==> src/rtl/jpk_pkg.sv <==
package jpk_pkg;
    typedef enum logic [2:0] {
        ST_IDLE,
        ST_PRE,
        ST_MID,
        ST_JID,
        ST_PAY,
        ST_SUM
    } jpk_state_e;
endpackage

==> src/rtl/jpk_sum_acc.sv <==
module jpk_sum_acc #(
    parameter int W = 32
) (
    input  logic         clk,
    input  logic         rst_n,
    input  logic         clear,
    input  logic [W-1:0] init,
    input  logic         add_en,
    input  logic [W-1:0] add_val,
    output logic [W-1:0] sum_q
);
    logic [W-1:0] sum_d;

    always_comb begin
        sum_d = sum_q;
        if (clear)
            sum_d = init;
        else if (add_en)
            sum_d = sum_q + add_val;
    end

    always_ff @(posedge clk) begin
        if (!rst_n)
            sum_q <= '0;
        else
            sum_q <= sum_d;
    end

    p_clear_loads_r10: assert property (@(posedge clk) disable iff (!rst_n)
        clear |=> (sum_q == $past(init)));

    p_add_wraps_r4: assert property (@(posedge clk) disable iff (!rst_n)
        (add_en && !clear) |=> (sum_q == $past(sum_q) + $past(add_val)));
endmodule

==> src/rtl/job_packager.sv <==
module job_packager
    import jpk_pkg::*;
#(
    parameter int          DATA_W   = 32,
    parameter logic [31:0] PREAMBLE = 32'hE1E4C312
) (
    input  logic              clk,
    input  logic              rst_n,
    input  logic              job_start,
    input  logic [DATA_W-1:0] mod_id,
    input  logic [DATA_W-1:0] job_id,
    output logic              busy,
    input  logic [DATA_W-1:0] res_data,
    input  logic              res_valid,
    output logic              res_ready,
    input  logic              res_done,
    output logic [DATA_W-1:0] out_data,
    output logic              out_valid,
    input  logic              out_ready
);
    localparam logic [DATA_W-1:0] MARKER = DATA_W'(PREAMBLE);

    typedef struct packed {
        jpk_state_e        state;
        logic [DATA_W-1:0] mid;
        logic [DATA_W-1:0] jid;
        logic              done_seen;
    } pk_regs_t;

    pk_regs_t          r_d, r_q;
    logic              acc_clear, acc_add;
    logic [DATA_W-1:0] acc_init, acc_sum;

    jpk_sum_acc #(.W(DATA_W)) u_acc (
        .clk     (clk),
        .rst_n   (rst_n),
        .clear   (acc_clear),
        .init    (acc_init),
        .add_en  (acc_add),
        .add_val (res_data),
        .sum_q   (acc_sum)
    );

    always_comb begin
        r_d       = r_q;
        acc_clear = 1'b0;
        acc_add   = 1'b0;
        acc_init  = mod_id + job_id;
        out_valid = 1'b0;
        out_data  = '0;
        res_ready = 1'b0;

        if (res_done && r_q.state != ST_IDLE)
            r_d.done_seen = 1'b1;

        case (r_q.state)
            ST_IDLE: begin
                if (job_start) begin
                    r_d.mid       = mod_id;
                    r_d.jid       = job_id;
                    r_d.done_seen = 1'b0;
                    r_d.state     = ST_PRE;
                    acc_clear     = 1'b1;
                end
            end
            ST_PRE: begin
                out_valid = 1'b1;
                out_data  = MARKER;
                if (out_ready) r_d.state = ST_MID;
            end
            ST_MID: begin
                out_valid = 1'b1;
                out_data  = r_q.mid;
                if (out_ready) r_d.state = ST_JID;
            end
            ST_JID: begin
                out_valid = 1'b1;
                out_data  = r_q.jid;
                if (out_ready) r_d.state = ST_PAY;
            end
            ST_PAY: begin
                out_valid = res_valid;
                out_data  = res_data;
                res_ready = out_ready;
                if (res_valid) begin
                    if (out_ready) acc_add = 1'b1;
                end else if (r_q.done_seen || res_done) begin
                    r_d.state = ST_SUM;
                end
            end
            ST_SUM: begin
                out_valid = 1'b1;
                out_data  = '0 - acc_sum;
                if (out_ready) begin
                    r_d.state     = ST_IDLE;
                    r_d.done_seen = 1'b0;
                end
            end
            default: r_d.state = ST_IDLE;
        endcase
    end

    always_ff @(posedge clk) begin
        if (!rst_n) begin
            r_q.state     <= ST_IDLE;
            r_q.mid       <= '0;
            r_q.jid       <= '0;
            r_q.done_seen <= 1'b0;
        end else begin
            r_q <= r_d;
        end
    end

    assign busy = (r_q.state != ST_IDLE);

    p_first_marker_r2: assert property (@(posedge clk) disable iff (!rst_n)
        $rose(busy) |-> (out_valid && out_data == MARKER));

    p_take_only_with_out_r5: assert property (@(posedge clk) disable iff (!rst_n)
        (res_valid && res_ready) |-> (out_valid && out_ready && out_data == res_data));

    p_hold_under_stall_r6: assert property (@(posedge clk) disable iff (!rst_n)
        (out_valid && !out_ready && r_q.state != ST_PAY) |=> (out_valid && $stable(out_data)));

    p_busy_release_r8: assert property (@(posedge clk) disable iff (!rst_n)
        $fell(busy) |-> $past(out_valid && out_ready));

    p_start_ignored_r8: assert property (@(posedge clk) disable iff (!rst_n)
        (busy && job_start) |=> ($stable(r_q.mid) && $stable(r_q.jid)));
endmodule

==> config.mk <==
export PLATFORM = sky130hd
export DESIGN_NAME = job_packager
export DESIGN_NICKNAME = d
export VERILOG_FILES = /design/src/rtl/jpk_pkg.sv /design/src/rtl/jpk_sum_acc.sv /design/src/rtl/job_packager.sv
export SDC_FILE = /design/constraint.sdc
export NUM_CORES = 1
export LEC_CHECK = 0
export BUFFER_PORTS_ARGS = -buffer_cell sky130_fd_sc_hd__buf_2
export CORE_MARGIN = 5
export CORE_UTILIZATION = 50
export DETAILED_ROUTE_END_ITERATION = 12
export PLACE_DENSITY = 0.83
export SETUP_SLACK_MARGIN = 0.3
export SLEW_MARGIN = 40
export SYNTH_ARGS = -nofsm -noshare
export SYNTH_HDL_FRONTEND = slang
export SYNTH_SLANG_ARGS = --single-unit
==> constraint.sdc <==
create_clock -name clk -period 8.7 [get_ports clk]
set_input_delay 1.74 -clock clk [delete_from_list [all_inputs] [get_ports clk]]
set_output_delay 1.74 -clock clk [all_outputs]
set_load 0.02 [all_outputs]
Yosys cells after proc, flatten, opt, wreduce, memory -nomap -nowiden
Cells that the tools add are included.
{ "totals": {"ff_bits": 100, "word_cells": 49} }
{ "classes": {"addsub": 3, "n_eq_ne": 12, "muxes": 21, "reduce_logical": 8} }
{ "ops": {"columns": ["operator", "n"], "rows": [
  ["case mux 32 bit (5 select lines)", 1],
  ["2-to-1 mux 68 bit", 1],
  ["adder 32 bit", 2],
  ["2-to-1 mux 32 bit", 2],
  ["subtractor 1 x 32 -> 32 bit, first input constant", 1],
  ["2-to-1 mux 3 bit", 6],
  ["case mux 3 bit (6 select lines)", 1],
  ["inequality test 2 bit, second input constant", 7],
  ["2-to-1 mux 1 bit", 8],
  ["AND reduction 7 bit", 1],
  ["equality test 3 x 2 -> 1 bit, second input constant", 2],
  ["equality test 3 bit, second input constant", 2],
  ["case mux 1 bit (2 select lines)", 2],
  ["OR reduction 4 bit", 1],
  ["equality test 3 x 1 -> 1 bit, second input constant", 1],
  ["logical NOT 3 bit", 1],
  ["nonzero test 3 bit", 1],
  ["AND reduction 2 bit", 1],
  ["nonzero test 2 bit", 1],
  ["logical AND 1 bit", 1],
  ["logical OR 1 bit", 1]
]} }

Logic depth before layout (Yosys ltp)
Gate-level depths: netlist of the first run.
{ "logic_depth": {"word_depth": 5, "depth_mapped": 11} }

Cells and area by module
From an unflattened synthesis of the first run, not the netlist that was laid out.
{ "unflattened": {"cells_unflattened": 1186, "area_unflattened_um2": 8868.5} }
{ "by_module_without_submodules": {"columns": ["mod", "instances", "area_each_um2", "seq_area_each_um2", "cells_each"], "rows": [
  ["job_packager", 1, 5640.4, 1361.3, 759],
  ["jpk_sum_acc", 1, 3228.1, 640.6, 427]
]} }

Worst setup path before layout of the first run
OpenSTA, ideal clock, no wires.
{ "synth_timing": {"path_type": "register to output", "startpoint": "register u_acc.sum_q[2]", "endpoint": "output out_data[25]", "path_buffers": 1, "path_stages_with_launch": 11, "t_required_ps": 6960, "arrival_time_ps": 2598, "slack_ps": 4362, "path_cell_list": "dfxtp_1 > nor4_1 > nor4b_2 > and3b_1 > nand2_1 > or3_1 > clkbuf_1 > nor4_2 > xnor2_1 > mux2i_1 > o22ai_1"} }
{ "synth_between": {"elab_chain_cells": 2} }
{ "synth_rtl": {"columns": ["item", "line_no", "rtl"], "rows": [
  ["from (decl)", "jpk_sum_acc.sv:10", "output logic [W-1:0] sum_q"],
  ["from (signal assigned)", "jpk_sum_acc.sv:26", "sum_q <= sum_d;"],
  ["subtractor 1 x 32 -> 32 bit", "job_packager.sv:93", "out_data = '0 - acc_sum;"],
  ["case mux 32 bit (5 select lines)", "job_packager.sv:56", "case (r_q.state)"],
  ["to (decl)", "job_packager.sv:17", "output logic [DATA_W-1:0] out_data,"]
]} }
No other way between the ends.

Worst setup path in the final report of the first run
Ends and elaborated chain as after synthesis.

==> metrics.md, run 1 <==
| Metric | Value |
|---|---|
| Critical Path Fanout Max | 6 |
| Status | completed |
| Slew Limit Fails | 0 |
| Nets | 1333 |
| I/O pin count | 137 |
| Cell accounting for the most synthesized area | dfxtp_1 |
| Synthesized-area fraction occupied by and/or/nand/nor cells | 19.25% |
| Peak supply drop | 0.0001035 V |
| Die Area | 0.01890 mm2 |
| Placed Instances | 1371 |
| Synth Warn # | 0 |
| Post-Synthesis Cells | 1072 |
| Worst Path Required | 6960 ps |
| Row Count | 46 |
| Max Cap Viol | 0 |
| Syn_nets | 1239 |
| Final period util | 59.69% |
| Wire length of the first global-routing pass | 41730 um |
| Initial DRC count | 1062 |
| RSZ-0062 raised after global routing | no |
| Mapped cell area | 0.008124 mm2 |
| Clk sinks | 100 |
| Worst R2R Start | r_q[65] |
| Initial antenna violation count | 0 |
| Footprint of the multi-input gates | 0.005847 mm2 |
| Fmax | 0.1926 GHz |
| Compound-Gate Fraction of Synth Area | 30.54% |
| Final worst path period need | 5193 ps |
| Setup violators final | 0 |
| Layout cells sized above 1 | 15.80% |
| Power Density | 177.1 mW/mm2 |
| Via count | 8633 |
| TritonCTS clock tree | done |
| Crit end category | primary output |
| IO buf count | 136 |
| Post-DR wirelength/cell | 19.44 um |
| Final hold violations | 0 |
| Number of buffers created by CTS | 9 |
| DRC viols | 0 |
| Synth unique cells | 68 |
| Tightest Hold Check Type | reg -> reg |
| Arrival @ worst endpoint | 3450 ps |
| Hpwl dp | 20190 um |
| R2R depth | 7 |
| Slew margin rel. | 47.21% |
| Initial core utilization | 51.14% |
| Max Buffers Root-to-Sink | 2 |
| DIE HEIGHT | 137.5 um |
| Yosys reg bits | 100 |
| Antenna diode count | 0 |
| Grt total ovfl | 0 |
| Ys async rst share | 0% |
| Largest net degree at the start of global routing | 66 |
| H-Tree Level Count | 3 |
| Vias in the first global route | 8010 |
| Setup_tns | 0 ps |
| Synth Area in Adders | 10.20% |
| Core footprint | 0.01589 mm2 |
| Register area share after synthesis | 24.64% |
| Worst-path clk slew | 70 ps |
| Area delta synth->final | 13.74% |
| Leak Pwr | 4.007 nW |
| Vias per Instance | 6.224 |
| Most frequent cells in the layout | 191 x nand2_1, 148 x a21oi_1, 136 x buf_2 |
| Clk Latency, worst-skew pair | 360 ps |
| R2R setup slack | 5250 ps |
| CTS resizes | 0 |
| Critical path endpoint | out_data[25] |
| Setup Fix Bufs, Post-CTS | 0 |
| Setup Skew | 8.887 ps |
| Clock Tree Root | clkbuf_16 |
| Worst Setup Start Kind | flop |
| CP Class | reg -> out |
| Die W | 137.5 um |
| ANT nets after route | 0 |
| Main combinational cell family by area after synthesis | compound AO/OA/AOI/OAI gates |
| Synth top area share | 24.64% |
| Worst Max-Slew Pin Slew | 791.9 ps |
| Ranking of synthesized cells by area | dfxtp_1 25%, ha_1 9.7%, a21oi_1 9.1% |
| Main flop type after synthesis | dfxtp_1 |
| Multiplexer share of the synthesized area | 3.835% |
| Reg2Reg Capture Point | u_acc.sum_q[7] |
| Hold buffers post-CTS | 0 |
| Critical Path Source | u_acc.sum_q[2] |
| GPL Wtd Cong | 0.9747 |
| GRT Util Overall | 28.15% |
| DRT Pass-1 Iters | 6 |
| Post-Synth XOR/XNOR Area | 7.978% |
| Most common cell after layout, fill and taps aside | nand2_1 |
| Final non-filler cell total | 1387 |
| Avg Cell Area, Syn | 7.578 um2 |
| Final Util | 58.17% |
| WL final | 26960 um |
| Reg area | 0.002006 mm2 |
| Fillers | 1518 |
| EDFF count, synth | 0 |
[critical path, cell delays in order, from the launching register on]
cell,delay [ps]
dfxtp_1,380
nor4_1,430
nor4b_2,440
and3b_1,320
nand2_1,140
or3_1,510
nor4_2,210
xnor2_1,150
mux2i_1,110
o22ai_1,210
buf_2,200
[worst min path at each step]
stage	startpoint	to	slack, ps	cells after the start
after detailed placement	r_q[18]	r_q[18]	450	2
after CTS	r_q[20]	r_q[20]	460	2
final	r_q[20]	r_q[20]	450	2
after global placement	r_q[59]	r_q[59]	440	2
after floorplan	r_q[33]	r_q[33]	440	2
after global routing	r_q[22]	r_q[22]	470	2
[per-layer routing]
layer | GRT usage (%) | share of wire [%] | wire (um)
met5 | 0 | 0 | 0
met4 | 10.59 | 2.7 | 720
met3 | 4.711 | 9.7 | 2619
met2 | 42.06 | 44 | 11810
met1 | 40.45 | 44 | 11810
[state kept, by name, indices dropped and copies added, names as in the netlist]
register / flops
u_acc.sum_q: 32
r_q: 68
[cell usage after synthesis, types with 6 or more instances]
cell type and instances:
clkbuf_1 53, nor2_1 52, o221ai_1 31, o21ai_1 7, o22ai_1 15, nor3_1 24, dfxtp_1 100, nor4_1 7
nor2b_1 7, nand2_1 193, a22oi_1 14, a211oi_1 10, ha_1 63, a221oi_1 7, o21ai_0 39, buf_1 8
a21o_1 33, and3_1 13, nand3_1 12, and2_1 6, o211ai_1 8, mux2i_1 30, or3_1 9, xnor2_1 36
o21bai_1 12, nand2b_1 8, inv_1 15, xor2_1 38, a21oi_1 148
[kinds of logic after synthesis]
group	Yosys count
AO/OA/AOI/OAI	375
flip-flops	100
buffers and inverters	77
XOR/XNOR	74
adder cells (fa/ha/maj)	65
AND/OR/NAND/NOR	350
multiplexers	31
[cell type report]
class / instances / share of cell area [%]
Multi-Input combinational cell: 895 / 63.28
Sequential cell: 100 / 21.71
Inverter: 16 / 0.6500
Timing Repair Buffer: 144 / 8.016
Tap cell: 216 / 2.925
Clock buffer: 9 / 2.437
Clock inverter: 7 / 0.9885
[report_power, final]
| part | leakage, nW | total, mW | internal, mW | switching (mW) |
|---|---|---|---|---|
| clock network | 0.155 | 0.434 | 0.251 | 0.182 |
| logic | 3.03 | 0.649 | 0.254 | 0.395 |
| registers | 0.824 | 0.554 | 0.503 | 0.0510 |
[metrics by stage]
step	hold slack [ps]	cell area, um2	power [mW]	setup WS [ps]
floorplan	435.7	8124	1.011	4362
finish	454.3	9240	1.636	3507
global placement	441.2	8911	1.182	3994
detailed placement	446.3	8922	1.191	3955
global route	470.8	9240	1.721	3294
CTS	455.1	9239	1.623	3543
(Power assumes the default switching activity.)
==> inputs of run 2 (changes only) <==
clock period = 5.23 ns   (was 8.7 ns; I/O delays follow)
==> run 2 against run 1 <==
Against the previous run:
- clock skew is 4.2 ps higher
- sequential power is 68% higher
- first-iteration DRC count is 15% higher
- largest power group unchanged
==> metrics.md, run 2 (synthesized netlist as in run 1, its figures left out) <==
| Metric | Value |
|---|---|
| Status | completed |
| Reg2Reg Capture Point | u_acc.sum_q[30] |
| Biggest cell delay along the critical path | 510 ps (about the same) |
| Setup Fix Bufs, Post-CTS | 0 (unchanged) |
| CP top delay family | simple AND/OR/NAND/NOR gates |
| H-Tree Level Count | 3 (unchanged) |
| Nets | 1339 (+0.45%) |
| CP Class | reg -> out |
| Number of buffers created by CTS | 9 (unchanged) |
| GPL Wtd Cong | 0.9864 (+1.2%) |
| Tightest Hold Check Type | reg -> reg |
| R2R setup slack | 1790 ps (-3460 ps) |
| Via count | 8683 (+0.58%) |
| Ordered list of cells on the worst path | nor4_1 > nor4b_2 > and3b_1 > nand2_1 > or3_1 > nor4_2 > xnor2_1 > mux2i_1 > o22ai_1 > buf_2 |
| Setup_tns | 0 ps (unchanged) |
| Arrival @ worst endpoint | 3280 ps (-170 ps) |
| Setup Skew | 13.07 ps (+4.185 ps) |
| Crit end category | primary output |
| Final hold violations | 0 (unchanged) |
| DRT Pass-1 Iters | 5 (-1) |
| Grt total ovfl | 0 (unchanged) |
| Area delta synth->final | 14.17% |
| Critical Path Source | u_acc.sum_q[2] |
| Antenna diode count | 0 (unchanged) |
| Worst-path clk slew | 70 ps (about the same) |
| Reg with most FFs | r_q |
| Slew Limit Fails | 0 (unchanged) |
| Slew margin rel. | 44.77% (-2.4 points) |
| Setup violators final | 0 (unchanged) |
| Row Count | 46 (unchanged) |
| Clk sinks | 100 (unchanged) |
| Layout cells sized above 1 | 15.89% (+0.089 points) |
| Hold buffers post-CTS | 0 (unchanged) |
| Die W | 137.5 um (unchanged) |
| Initial core utilization | 51.14% (unchanged) |
| Critical path depth | 10 (unchanged) |
| R2R depth | 11 (+4) |
| CTS resizes | 0 (unchanged) |
| Clock Tree Root | clkbuf_16 |
| I/O pin count | 137 (unchanged) |
| Initial antenna violation count | 0 (unchanged) |
| Regs by FF count | r_q x68, u_acc.sum_q x32 |
| Initial DRC count | 1220 (+15%) |
| Largest net degree at the start of global routing | 63 (-4.5%) |
| WL final | 27470 um (+1.9%) |
| Most frequent cells in the layout | 191 x nand2_1, 148 x a21oi_1, 136 x buf_2 |
| TritonCTS clock tree | done |
| Worst Setup Start Kind | flop |
| GRT Util Overall | 28.53% (+0.38 points) |
| Core footprint | 0.01589 mm2 (unchanged) |
| Clk Latency, worst-skew pair | 360 ps (about the same) |
| Most common cell after layout, fill and taps aside | nand2_1 |
| Max Cap Viol | 0 (unchanged) |
| Final period util | 82.65% |
| Worst Path Required | 4180 ps (-2780 ps) |
| Power Density | 293.2 mW/mm2 (+66%) |
| Hpwl dp | 20730 um (+2.6%) |
| ANT nets after route | 0 (unchanged) |
| Vias per Instance | 6.233 (+0.15%) |
| Slowest-stage cell, CP | or3_1 |
| Critical Path Fanout Max | 6 (unchanged) |
| Critical path endpoint | out_data[25] |
| IO buf count | 136 (unchanged) |
| Max Buffers Root-to-Sink | 2 (unchanged) |
| DRC viols | 0 (unchanged) |
| Number of flip-flops in the largest register | 68 (unchanged) |
| Die Area | 0.01890 mm2 (unchanged) |
| Buffers and inverters on the worst path | 1 (unchanged) |
| Leak Pwr | 4.034 nW (+0.68%) |
| Final worst path period need | 4322 ps |
| Vias in the first global route | 7800 (-2.6%) |
| Post-DR wirelength/cell | 19.72 um (+1.4%) |
| Fillers | 1501 (-1.1%) |
| DIE HEIGHT | 137.5 um (unchanged) |
| Worst Max-Slew Pin Slew | 807.6 ps (+15.77 ps) |
| Wire length of the first global-routing pass | 41990 um (+0.63%) |
| Fmax | 0.2314 GHz |
| Worst R2R Start | u_acc.sum_q[0] |
| RSZ-0062 raised after global routing | no |
| Peak supply drop | 0.0001748 V (+69%) |
| Final Util | 58.39% (+0.22 points) |
[run 2: worst register-to-register path, delay by kind of cell, from the launching register on]
| kind | cells | cell delay (ps) |
|---|---|---|
| flip-flops | 1 | 390 |
| multiplexers | 1 | 340 |
| AO/OA/AOI/OAI | 7 | 1870 |
| adder cells (fa/ha/maj) | 2 | 670 |
| AND/OR/NAND/NOR | 1 | 100 |
[run 2: metrics by stage]
step	power [mW]	hold WS, ps	setup WS, ps	std cells	instance area [um2]
5_1_grt	2.854	470.9	659.9	1393	9275
6_report	2.719	455.0	907.6	1393	9275
4_1_cts	2.697	456.8	911.8	1393	9275
2_1_floorplan	1.682	435.7	1586	1072	8124
3_3_place_gp	1.985	441.6	1162	1377	8956
3_5_place_dp	1.995	446.0	1114	1377	8967
[run 2: per-layer routing]
metal | track usage [%] | up-vias | part of all wire, %
met1 | 41.85 | 4015 | 44
met3 | 3.798 | 60 | 10
met4 | 10.25 | 0 | 2.7
met5 | 0 | - | 0
met2 | 42.54 | 465 | 43
li1 | - | 4143 | -
[run 2: layout make-up]
class,instances,area [um2],share of cell area (%)
clock inverters,6,68.82,0.7419
multi-input cells,895,5843,63.00
clock buffers,10,239.0,2.577
well taps,216,270.3,2.914
repair buffers,150,785.8,8.472
inverters,16,62.56,0.6745
flip-flops and latches,100,2006,21.62
[run 2: worst min path at each step]
| stage | start | cells past startpoint | slack [ps] | endpoint |
|---|---|---|---|---|
| 5_1_grt | r_q[3] | 2 | 470 | r_q[3] |
| 2_1_floorplan | r_q[33] | 2 | 440 | r_q[33] |
| 3_5_place_dp | r_q[37] | 2 | 450 | r_q[37] |
| 6_report | r_q[30] | 2 | 460 | r_q[30] |
| 4_1_cts | r_q[28] | 2 | 460 | r_q[28] |
| 3_3_place_gp | r_q[20] | 2 | 440 | r_q[20] |
[run 2: power breakdown]
part           leakage (nW)  internal [mW]  switching, mW  total (mW)
sequential            0.823          0.836         0.0927       0.929
combinational          3.06          0.425          0.658        1.08
clock                 0.150          0.389          0.318       0.707
==> inputs of run 3 (changes only) <==
PLACE_DENSITY = 0.86   (was 0.83)
clock period = 3.8 ns   (was 5.23 ns; I/O delays follow)
==> run 3 against run 2 <==
Against the previous run:
- register-to-register slack lost 1300 ps
- clock power grew 25%
- non-clock buffer count grew 25
- hold slack is essentially flat
- sequential power grew 38%
- sequential share of layout area shrank 0.86 points
- utilization grew 2.5 points
==> metrics.md, run 3 (synthesized netlist as in run 1, its figures left out) <==
| Metric | Value |
|---|---|
| Tightest Hold Check Type | reg -> reg |
| R2R depth | 10 (-1) |
| DRC viols | 0 (unchanged) |
| Via count | 8954 (+3.1%) |
| Footprint of the multi-input gates | 0.006046 mm2 (+3.5%) |
| R2R setup slack | 500 ps (-1290 ps) |
| Fmax | 0.2812 GHz |
| Final worst path period need | 3556 ps |
| RSZ-0062 raised after global routing | yes |
| Number of flip-flops in the largest register | 68 (unchanged) |
| Hpwl dp | 21520 um (+3.8%) |
| Wire length of the first global-routing pass | 43340 um (+3.2%) |
| Worst-path clk slew | 70 ps (about the same) |
| Setup violators final | 0 (unchanged) |
| Crit end category | primary output |
| Worst Max-Slew Pin Slew | 790.8 ps (-16.83 ps) |
| Arrival @ worst endpoint | 2800 ps (-480 ps) |
| Most frequent cells in the layout | 189 x nand2_1, 148 x a21oi_1, 128 x buf_2 |
| Row Count | 46 (unchanged) |
| Clk sinks | 100 (unchanged) |
| GPL Wtd Cong | 0.9872 (about the same) |
| Clk Latency, worst-skew pair | 350 ps (about the same) |
| Max Buffers Root-to-Sink | 2 (unchanged) |
| Most common cell after layout, fill and taps aside | nand2_1 |
| Slew margin rel. | 45.92% (+1.2 points) |
| Max Cap Viol | 0 (unchanged) |
| Area delta synth->final | 19.07% |
| IO buf count | 136 (unchanged) |
| Power Density | 392.8 mW/mm2 (+34%) |
| Vias per Instance | 6.315 (+1.3%) |
| Leak Pwr | 4.197 nW (+4.0%) |
| I/O pin count | 137 (unchanged) |
| Final period util | 93.59% |
| Die Area | 0.01890 mm2 (unchanged) |
| Number of buffers created by CTS | 9 (unchanged) |
| Worst hold path depth | 2 (unchanged) |
| Reg with most FFs | r_q |
| ANT nets after route | 0 (unchanged) |
| Fillers | 1482 (-1.3%) |
| Reg area | 0.002008 mm2 (+0.13%) |
| Initial DRC count | 1201 (-1.6%) |
| Pwr Total | 3.800 mW (+40%) |
| Hold buffers post-CTS | 0 (unchanged) |
| Status | completed |
| Core footprint | 0.01589 mm2 (unchanged) |
| TritonCTS clock tree | done |
| Reg2Reg Capture Point | u_acc.sum_q[31] |
| CP Class | reg -> out |
| Antenna diode count | 0 (unchanged) |
| Placed Instances | 1396 (+1.4%) |
| Final hold violations | 0 (unchanged) |
| Worst Setup Start Kind | flop |
| Peak supply drop | 0.0002176 V (+24%) |
| Vias in the first global route | 8259 (+5.9%) |
| Critical Path Source | u_acc.sum_q[2] |
| Setup Skew | 9.683 ps (-3.389 ps) |
| Grt total ovfl | 0 (unchanged) |
| Largest net degree at the start of global routing | 39 (-38%) |
| Initial antenna violation count | 1 (+1) |
| WL final | 28570 um (+4.0%) |
| Nets | 1364 (+1.9%) |
| GRT Util Overall | 29.37% (+0.84 points) |
| Post-DR wirelength/cell | 20.15 um (+2.2%) |
| DRT Pass-1 Iters | 6 (+1) |
| Initial core utilization | 51.14% (unchanged) |
| Final non-filler cell total | 1418 (+1.8%) |
| Setup_tns | 0 ps (unchanged) |
| Worst Path Required | 3040 ps (-1140 ps) |
| Slew Limit Fails | 0 (unchanged) |
| Die W | 137.5 um (unchanged) |
| H-Tree Level Count | 3 (unchanged) |
| Critical Path Fanout Max | 4 (-2) |
| Layout cells sized above 1 | 19.72% (+3.8 points) |
| Regs by FF count | r_q x68, u_acc.sum_q x32 |
| Clock Tree Root | clkbuf_16 |
| DIE HEIGHT | 137.5 um (unchanged) |
| Worst R2R Start | u_acc.sum_q[14] |
| Hold_sp | r_q[21] |
| Worst hold endpoint | r_q[21] |
run 3: what timing repair did:
action / 4_1_cts / 5_1_grt
setup endpoints to repair: 10 / 14
gates resized for setup: 15 / 35
setup buffers: 2 / 4
cloned: 0 / 0
pin swaps: 4 / 10
run 3: power breakdown:
group	internal [mW]	total (mW)	leakage (nW)	switching, mW
sequential	1.15	1.28	0.824	0.131
clock	0.454	0.886	0.133	0.432
combinational	0.660	1.63	3.24	0.971
run 3: per-layer routing:
metal / global-route usage (%) / share of wire [%] / vias up / routed length [um]
li1: - / - / 4203 / -
met1: 40.43 / 41 / 4125 / 11630
met2: 45.69 / 45 / 536 / 12750
met3: 5.917 / 11 / 88 / 3165
met4: 10.25 / 3.6 / 2 / 1016
met5: 0 / 0.025 / - / 7
run 3: per-stage QoR:
step / util, % / hold slack (ps) / cell area (um2) / setup slack, ps
floorplan: - / 435.7 / 8124 / 441.7
detailed placement: 57.29 / 446.3 / 9101 / 49.52
CTS: 59.61 / 456.9 / 9469 / 252.4
global route: 60.89 / 477.3 / 9673 / 143.2
finish: 60.89 / 454.6 / 9673 / 243.7
global placement: 57.28 / 441.2 / 9099 / 88.74
run 3: layout make-up:
type / instances / area share (%)
Clock buffer: 11 / 2.406
Timing Repair Buffer: 175 / 10.40
Sequential cell: 100 / 20.76
Tap cell: 216 / 2.794
Multi-Input combinational cell: 895 / 62.50
Inverter: 16 / 0.6209
Clock inverter: 5 / 0.5174
run 3: worst max-delay path by stage:
stage                           end  cells after the start
floorplan              out_data[25]                     10
global placement    u_acc.sum_q[30]                     12
detailed placement  u_acc.sum_q[26]                     12
CTS                    out_data[25]                     10
global route           out_data[25]                     10
finish                 out_data[25]                     10
run 3: worst max-delay path, stage by stage, from the launching register on:
cell	delay, ps
dfxtp_2	340
nor4_4	290
nor4b_4	320
and3b_2	260
nand2_2	70
or3_4	400
nor4_4	180
xnor2_1	150
mux2i_1	110
o22ai_1	160
buf_4	170
